[config.mk]
export PLATFORM = sky130hd
export DESIGN_NAME = flash_prog_seq
export DESIGN_NICKNAME = d
export VERILOG_FILES = /design/src/rtl/flash_prog_pkg.sv /design/src/rtl/fps_pulse_timer.sv /design/src/rtl/fps_try_counter.sv /design/src/rtl/flash_prog_seq.sv
export SDC_FILE = /design/constraint.sdc
export NUM_CORES = 1
export LEC_CHECK = 0
export ABC_AREA = 1
export CORE_ASPECT_RATIO = 0.5
export CORE_MARGIN = 5
export CORE_UTILIZATION = 45
export CTS_BUF_LIST = sky130_fd_sc_hd__clkbuf_8 sky130_fd_sc_hd__clkbuf_16
export DETAILED_ROUTE_END_ITERATION = 6
export GPL_TIMING_DRIVEN = 0
export PLACE_DENSITY = 0.81
export SLEW_MARGIN = 40
export SYNTH_ARGS = -nofsm -noshare
export SYNTH_HDL_FRONTEND = slang
export SYNTH_SLANG_ARGS = --single-unit
export TNS_END_PERCENT = 50
[constraint.sdc]
create_clock -name clk -period 2.8 [get_ports clk]
set_clock_uncertainty 0.05 [all_clocks]
set_input_delay 0.42 -clock clk [delete_from_list [all_inputs] [get_ports clk]]
set_output_delay 0.42 -clock clk [all_outputs]
set_load 0.01 [all_outputs]
[src/rtl/flash_prog_pkg.sv]
package flash_prog_pkg;

  typedef enum logic [2:0] {
    S_IDLE,
    S_SETUP,
    S_PROG,
    S_WAIT,
    S_VERIFY,
    S_READ,
    S_CMP,
    S_RDCMD
  } seq_state_t;

  localparam logic [7:0] CMD_PGM_SETUP  = 8'h40;
  localparam logic [7:0] CMD_PGM_VERIFY = 8'hC0;
  localparam logic [7:0] CMD_READ_MODE  = 8'h00;

endpackage

[src/rtl/fps_pulse_timer.sv]
module fps_pulse_timer #(
  parameter int PULSE_CYC = 2500,
  localparam int CW = $clog2(PULSE_CYC + 1)
) (
  input  logic clk,
  input  logic rst_n,
  input  logic start,
  output logic done
);

  logic [CW-1:0] cnt_q, cnt_d;
  logic          cnt_en;

  always_comb begin
    cnt_en = start || (cnt_q != '0);
    if (start) cnt_d = CW'(PULSE_CYC - 1);
    else       cnt_d = cnt_q - 1'b1;
  end

  always_ff @(posedge clk or negedge rst_n) begin
    if (!rst_n)      cnt_q <= '0;
    else if (cnt_en) cnt_q <= cnt_d;
  end

  assign done = (cnt_q == CW'(1));

  // a new pulse never starts while one is still being timed
  p_no_restart_r3: assert property (@(posedge clk) disable iff (!rst_n)
    start |-> (cnt_q == '0));

endmodule

[src/rtl/fps_try_counter.sv]
module fps_try_counter #(
  parameter int MAX_TRIES = 25,
  localparam int TW = $clog2(MAX_TRIES + 1)
) (
  input  logic          clk,
  input  logic          rst_n,
  input  logic          clear,
  input  logic          inc,
  output logic [TW-1:0] count,
  output logic          at_max
);

  logic [TW-1:0] cnt_q, cnt_d;
  logic          cnt_en;

  always_comb begin
    cnt_en = clear || inc;
    if (clear) cnt_d = '0;
    else       cnt_d = cnt_q + 1'b1;
  end

  always_ff @(posedge clk or negedge rst_n) begin
    if (!rst_n)      cnt_q <= '0;
    else if (cnt_en) cnt_q <= cnt_d;
  end

  assign count  = cnt_q;
  assign at_max = (cnt_q == TW'(MAX_TRIES));

  p_count_bound_r6: assert property (@(posedge clk) disable iff (!rst_n)
    cnt_q <= TW'(MAX_TRIES));

  p_no_inc_at_max_r6: assert property (@(posedge clk) disable iff (!rst_n)
    (inc && !clear) |-> !at_max);

endmodule

[src/rtl/flash_prog_seq.sv]
module flash_prog_seq
  import flash_prog_pkg::*;
#(
  parameter int AW        = 15,
  parameter int DW        = 8,
  parameter int PULSE_CYC = 2500,
  parameter int MAX_TRIES = 25,
  localparam int TW = $clog2(MAX_TRIES + 1)
) (
  input  logic          clk,
  input  logic          rst_n,
  input  logic          req_valid,
  output logic          req_ready,
  input  logic [AW-1:0] req_addr,
  input  logic [DW-1:0] req_data,
  input  logic          req_last,
  output logic          res_valid,
  output logic          res_pass,
  output logic [AW-1:0] res_addr,
  output logic [TW-1:0] res_tries,
  output logic          err,
  output logic [AW-1:0] err_addr,
  input  logic          err_clear,
  output logic          fl_we,
  output logic          fl_re,
  output logic [AW-1:0] fl_addr,
  output logic [DW-1:0] fl_wdata,
  input  logic [DW-1:0] fl_rdata
);

  seq_state_t    state_q, state_d;
  logic [AW-1:0] addr_q;
  logic [DW-1:0] data_q;
  logic          last_q;
  logic          err_q, err_d;
  logic [AW-1:0] err_addr_q;
  logic          accept, match, give_up, timer_done;
  logic [TW-1:0] tries;
  logic          tries_max;

  fps_pulse_timer #(.PULSE_CYC(PULSE_CYC)) timer_i (
    .clk   (clk),
    .rst_n (rst_n),
    .start (state_q == S_PROG),
    .done  (timer_done)
  );

  fps_try_counter #(.MAX_TRIES(MAX_TRIES)) tries_i (
    .clk    (clk),
    .rst_n  (rst_n),
    .clear  (accept),
    .inc    (state_q == S_PROG),
    .count  (tries),
    .at_max (tries_max)
  );

  assign req_ready = (state_q == S_IDLE) && !err_q;
  assign accept    = req_valid && req_ready;
  assign match     = (fl_rdata == data_q);
  assign give_up   = !match && tries_max;

  always_comb begin
    state_d = state_q;
    unique case (state_q)
      S_IDLE:   if (accept) state_d = S_SETUP;
      S_SETUP:  state_d = S_PROG;
      S_PROG:   state_d = S_WAIT;
      S_WAIT:   if (timer_done) state_d = S_VERIFY;
      S_VERIFY: state_d = S_READ;
      S_READ:   state_d = S_CMP;
      S_CMP: begin
        if (match)        state_d = last_q ? S_RDCMD : S_IDLE;
        else if (give_up) state_d = S_RDCMD;
        else              state_d = S_SETUP;
      end
      S_RDCMD:  state_d = S_IDLE;
      default:  state_d = S_IDLE;
    endcase
  end

  always_comb begin
    err_d = err_q;
    if (err_clear)                      err_d = 1'b0;
    if ((state_q == S_CMP) && give_up)  err_d = 1'b1;
  end

  always_ff @(posedge clk or negedge rst_n) begin
    if (!rst_n) begin
      state_q    <= S_IDLE;
      addr_q     <= '0;
      data_q     <= '0;
      last_q     <= 1'b0;
      err_q      <= 1'b0;
      err_addr_q <= '0;
    end else begin
      state_q <= state_d;
      err_q   <= err_d;
      if (accept) begin
        addr_q <= req_addr;
        data_q <= req_data;
        last_q <= req_last;
      end
      if ((state_q == S_CMP) && give_up) err_addr_q <= addr_q;
    end
  end

  always_comb begin
    fl_we    = 1'b0;
    fl_wdata = '0;
    unique case (state_q)
      S_SETUP:  begin fl_we = 1'b1; fl_wdata = DW'(CMD_PGM_SETUP);  end
      S_PROG:   begin fl_we = 1'b1; fl_wdata = data_q;              end
      S_VERIFY: begin fl_we = 1'b1; fl_wdata = DW'(CMD_PGM_VERIFY); end
      S_RDCMD:  begin fl_we = 1'b1; fl_wdata = DW'(CMD_READ_MODE);  end
      default:  ;
    endcase
  end

  assign fl_re     = (state_q == S_READ);
  assign fl_addr   = addr_q;
  assign res_valid = (state_q == S_CMP) && (match || tries_max);
  assign res_pass  = match;
  assign res_addr  = addr_q;
  assign res_tries = tries;
  assign err       = err_q;
  assign err_addr  = err_addr_q;

  p_one_strobe_r2: assert property (@(posedge clk) disable iff (!rst_n)
    !(fl_we && fl_re));

  p_prog_after_setup_r2: assert property (@(posedge clk) disable iff (!rst_n)
    (state_q == S_PROG) |-> ($past(state_q) == S_SETUP));

  p_read_after_verify_r3: assert property (@(posedge clk) disable iff (!rst_n)
    fl_re |-> ($past(state_q) == S_VERIFY));

  p_fail_sets_err_r6: assert property (@(posedge clk) disable iff (!rst_n)
    (res_valid && !res_pass) |=> err);

  p_err_blocks_r10: assert property (@(posedge clk) disable iff (!rst_n)
    err |-> !req_ready);

endmodule

==> metrics, run 1 <==
antenna-violating nets left=0; startpoint types=register; cts hold-fix bufs=0; Peak Freq=382 MHz; layout cell share with drive strength beyond 1=11.3%; die height=67.9 um; register area share after synthesis=49.8%; RSZ-0062 raised after global routing=no; syn_nets=411; Post-synth top cells=nand2_1, dfrtp_1, inv_1; FF-to-FF Start=tries_i.count[1]; routed len/inst=13.6 um; ANT cells=0; Sw Pwr=1.54 mW; Synth warnings=0; Starting Density=45.7%; Slew headroom=72.0%; Detailed Route WL=7860 um; DR pass1 iterations=5; Overflow after GRT=0; P_leak=2.08 nW; Worst-path clk slew=0.05 ns; Util after Layout=66.9%; Post-Synthesis Cells=370; Power Internal=2.73 mW; Worst-Skew Late Latency=0.32 ns; initial antenna violation count=0; Period Utilization, post-route=93.5%; first-pass GRT wire length=13,100 um; Fin. Hold Viols=14; Avg Cell Area, Syn=8.15 um2; setup repair bufs after CTS=0; Most used DFF post-synth=dfrtp_1; vias=2,741; Final nets=522; Top Ports=100; DRT iter0 DRCs=227; flops & latches, synth=60; H-tree depth=3; Sequential Power Share=32.2%; ys async rst share=100%; largest net degree at the start of global routing=33; hold crit path type=input pin to async pin; critical path endpoint category=primary output; minimum clock period after layout=2.62 ns; number of DRC violations after detailed routing=0; worst vdd ir=0.398 mV; most frequent cell after synthesis=nand2_1; root buf cell=clkbuf_16; Slew @ Worst Pin=0.420 ns; status=complete, but fails checks; Net Sw Frac=36.0%; R2R setup slack=0.99 ns; Area growth, synth to finish=46.4%; die area=8540 um2; TritonCTS clock tree=done; core area=6600 um2; Clock Sinks=60; largest fanout on the critical path=10; fin area=4410 um2; failing checks=negative hold slack; Post-synth EDFFs=0; Arr. time, crit path=2.15 ns; top-area cell type share of the netlist area=49.8%; cts bufs inserted=9; Data required, critical path=2.33 ns; clock share of power=23.0%; Placed Area=4140 um2; Post-CTS Resized=0; number of distinct library cells after synthesis=27; I/O Buffers=99; Pins Over Slew Limit=0; drt via density=4.75; pwr/cell area=967 nW/um2; Post-DP HPWL=5770 um; vias in the first global route=2,747; num rows=21; Die Wd=126 um; largest cells by area after synthesis=dfrtp_1, nand2_1, inv_1; Fin Hold WS=-0.0130 ns; worst r2r dst=err_addr[11]; Tot GR Track Use=19.2%; synthesized area=3020 um2; final setup vio count=0; R2R cell count=9; Crit Path Category=register to primary output; combinational share of power=44.8%; GPL Wtd Cong=0.938; Max-cap violations=0; top cell type by total area after synthesis=dfrtp_1; clock tree buffer depth=2
## kinds of logic after synthesis
group / synth area share, %
flip-flops: 49.8
AO/OA/AOI/OAI: 12.1
buffers and inverters: 12.8
XOR/XNOR: 1.74
AND/OR/NAND/NOR: 21.5
adder cells (fa/ha/maj): 2.07
## critical path, stage by stage (launching register included)
cell	delay, ns
dfrtp_1	0.46
nor3_2	0.30
inv_2	0.15
buf_2	0.23
nor2_1	0.14
clkdlybuf4s50_1	0.55
## area by class of cell
cell class	instances	area, um2
tap	92	115
fill	520	2180
multi-input combinational	230	1130
timing repair buffer	100	1010
buffer	24	175
clock buffer	11	253
clock inverter	4	17.5
sequential	60	1500
inverter	56	210
## metal layers
metal	track usage, %	part of all wire [%]	routed length, um	vias to the layer above
li1	-	-	-	1383
met1	22.7	42	3310	1280
met2	35.7	53	4140	70
met3	3.51	3.9	303	8
met4	7.62	1.3	104	0
met5	0	0	0	-
## flip-flops by register name, indices dropped and copies added, names as in the netlist
register and cells:
err_addr 15, last_q 1, state_q 3, err 1
data_q 8, timer_i.cnt_q 12, fl_addr 15, tries_i.count 5
## worst max-delay path by stage
stage	startpoint	endpoint	depth (start not counted)
after floorplan	state_q[2]	fl_wdata[0]	4
after global placement	rst_n	fl_addr[3]	1
after detailed placement	fl_rdata[7]	res_valid	7
after CTS	state_q[2]	fl_we	5
after global routing	state_q[2]	fl_we	5
final	state_q[2]	fl_wdata[5]	5
## cell usage in the layout (no fill, tap or decap), drive strengths merged, types with 6 or more instances in the layout
cell type / n
a21oi: 11
buf: 25
clkbuf: 12
clkdlybuf4s50: 98
dfrtp: 60
inv: 58
nand2: 94
nand3: 16
nand4: 6
nor2: 31
o21ai: 48
xnor2: 6
## metrics by stage
stage / setup slack, ns / cells / TNS (ns) / power [mW]
2_1_floorplan: 1.13 / 370 / 0 / 2.37
3_3_place_gp: -0.654 / 561 / -38.98 / 3.22
3_5_place_dp: 0.239 / 562 / 0 / 3.28
4_1_cts: 0.0753 / 577 / 0 / 4.29
5_1_grt: 0.0627 / 577 / 0 / 4.58
6_report: 0.181 / 577 / 0 / 4.27
## power by group through the flow
stage | sequential (mW) | clock [mW] | combinational [mW]
5_1_grt | 1.42 | 1.05 | 2.12
4_1_cts | 1.37 | 1.00 | 1.92
6_report | 1.38 | 0.984 | 1.91
3_3_place_gp | 1.37 | 0 | 1.86
3_5_place_dp | 1.38 | 0 | 1.90
2_1_floorplan | 1.39 | 0 | 0.981
No activity file was read; power rests on OpenSTA's default activity.
==> inputs of run 2 (changes only) <==
--- a/config.mk
+++ b/config.mk
@@ -12,6 +12,7 @@
 export CTS_BUF_LIST = sky130_fd_sc_hd__clkbuf_8 sky130_fd_sc_hd__clkbuf_16
 export DETAILED_ROUTE_END_ITERATION = 6
 export GPL_TIMING_DRIVEN = 0
+export MAX_ROUTING_LAYER = met4
 export PLACE_DENSITY = 0.81
 export SLEW_MARGIN = 40
 export SYNTH_ARGS = -nofsm -noshare
==> run 2 against run 1 <==
Compared with the run above:
- the flow now finishes without violations
- largest cell class unchanged
- cell count is the same
- final area is 1.1% higher
- wire length barely moved
==> metrics, run 2 (synthesized netlist as in run 1, its figures left out) <==
Util after Layout=67.7% (+0.76 points); non-filler cells, final=577 (unchanged); clock share of power=25.5% (+2.5 points); Detailed Route WL=7850 um (about the same); ANT cells=0 (unchanged); number of DRC violations after detailed routing=0 (unchanged); final setup vio count=0 (unchanged); Clock Sinks=60 (unchanged); commonest non-fill, non-tap cell in the layout=clkdlybuf4s50_1; initial antenna violation count=0 (unchanged); R2R setup slack=1.01 ns (+0.02 ns); commonest non-fill, non-tap cells in the layout=clkdlybuf4s50_1, nand2_1, dfrtp_1; Peak Freq=384 MHz (+0.51%); Arr. time, crit path=2.14 ns (about the same); Net Sw Frac=34.7% (-1.3 points); startpoint types=input pin; root buf cell=clkbuf_16; minimum clock period after layout=2.61 ns (-0.0133 ns); Slew headroom=75.4% (+3.4 points); Pins Over Slew Limit=0 (unchanged); P_leak=2.10 nW (+0.68%); Post-DP HPWL=5780 um (+0.15%); RSZ-0062 raised after global routing=no; Worst-path clk slew=0.05 ns (about the same); Data required, critical path=2.33 ns (about the same); Max-cap violations=0 (unchanged); Hold Startpoint=err_addr[12]; routed len/inst=13.6 um (about the same); Period Utilization, post-route=93.1% (-0.47 points); drt via density=4.76 (+0.26%); hold crit path type=register to register; Placed Area=4140 um2 (unchanged); H-tree depth=3 (unchanged); fin area=4460 um2 (+1.1%); Die Wd=126 um (unchanged); combinational share of power=43.3% (-1.5 points); Overflow after GRT=0 (unchanged); status=complete, no violations; Tot GR Track Use=19.8% (+0.59 points); die area=8540 um2 (unchanged); worst vdd ir=0.427 mV (+7.2%); die height=67.9 um (unchanged); Sw Pwr=1.53 mW (-0.39%); vias in the first global route=2,714 (-1.2%); pwr/cell area=988 nW/um2 (+2.1%); Final nets=523 (+0.19%); cts bufs inserted=9 (unchanged); FF-to-FF Start=state_q[1]; Power Internal=2.88 mW (+5.3%); Fin. Hold Viols=0 (-14); Area growth, synth to finish=48.0%; worst r2r dst=data_q[4]; Power Total=4.41 mW (+3.3%); layout cell share with drive strength beyond 1=11.5% (+0.21 points); vias=2,748 (+0.26%); I/O Buffers=99 (unchanged); Crit Path Category=input pin to primary output; DR pass1 iterations=4 (-1); DRT iter0 DRCs=243 (+7.0%); TritonCTS clock tree=done; Worst-Skew Late Latency=0.32 ns (about the same); Top Ports=100 (unchanged); core area=6600 um2 (unchanged); clock tree buffer depth=2 (unchanged); num rows=21 (unchanged); post-route setup TNS=0 ns (unchanged); Hold Path Depth=2; first-pass GRT wire length=12,900 um (-1.7%); GPL Wtd Cong=0.943 (+0.61%); WHS Endpoint=err_addr[12]; Slew @ Worst Pin=0.370 ns (-0.0507 ns); R2R cell count=7 (-2); dpl cells=562 (unchanged); antenna-violating nets left=0 (unchanged); Starting Density=45.7% (unchanged); largest net degree at the start of global routing=34 (+3.0%); critical path endpoint category=primary output; Filler Cells Inserted=504 (-3.1%); Sequential Power Share=31.2% (-1.0 points); largest fanout on the critical path=6 (-4)
[run 2: layer usage]
layer	GRT usage [%]	vias up	part of all wire (%)
li1	-	1380	-
met1	22.5	1287	43
met2	35.6	71	52
met3	4.29	10	3.8
met4	7.09	0	1.5
met5	-	-	0
[run 2: worst max-delay path by stage]
stage | cells past startpoint | endpoint | startpoint
finish | 7 | res_valid | fl_rdata[6]
floorplan | 4 | fl_wdata[0] | state_q[2]
CTS | 5 | fl_we | state_q[2]
global placement | 1 | err_addr[3] | rst_n
detailed placement | 7 | res_valid | fl_rdata[6]
global route | 5 | fl_wdata[0] | state_q[2]
[run 2: worst max-delay path: stages]
cell and delay [ns]:
clkdlybuf4s50_1 0.47, xnor2_1 0.11, nand2_1 0.11, nor2_1 0.11
nand2_1 0.15, a21oi_1 0.20, clkdlybuf4s50_1 0.57
[run 2: repair_timing]
action | 4_1_cts | 5_1_grt
hold buffers | 1 | 0
endpoints found under the setup margin | 0 | 7
hold endpoints to repair | 27 | 0
resized for setup | 0 | 1
buffers inserted | 0 | 0
[run 2: per-stage QoR]
| stage | setup WS (ns) | hold slack [ns] |
|---|---|---|
| floorplan | 1.13 | 0.0744 |
| global placement | -0.669 | 0.406 |
| detailed placement | 0.192 | 0.313 |
| CTS | 0.0979 | 0.429 |
| global route | 0.0627 | 0.455 |
| finish | 0.194 | 0.428 |
[run 2: layout make-up]
| class | count | area [um2] | area share, % |
|---|---|---|---|
| sequential | 60 | 1500 | 33.6 |
| multi-input combinational | 230 | 1130 | 25.4 |
| clock buffer | 13 | 280 | 6.28 |
| inverter | 56 | 210 | 4.71 |
| tap | 92 | 115 | 2.58 |
| buffer | 24 | 175 | 3.92 |
| timing repair buffer | 101 | 1020 | 22.8 |
| clock inverter | 1 | 30.0 | 0.673 |
[run 2: power by group through the flow]
stage	combinational [mW]	clock, mW	sequential, mW
2_1_floorplan	0.981	0	1.39
3_3_place_gp	1.86	0	1.37
3_5_place_dp	1.91	0	1.37
4_1_cts	1.92	1.15	1.37
5_1_grt	2.11	1.20	1.41
6_report	1.91	1.12	1.37
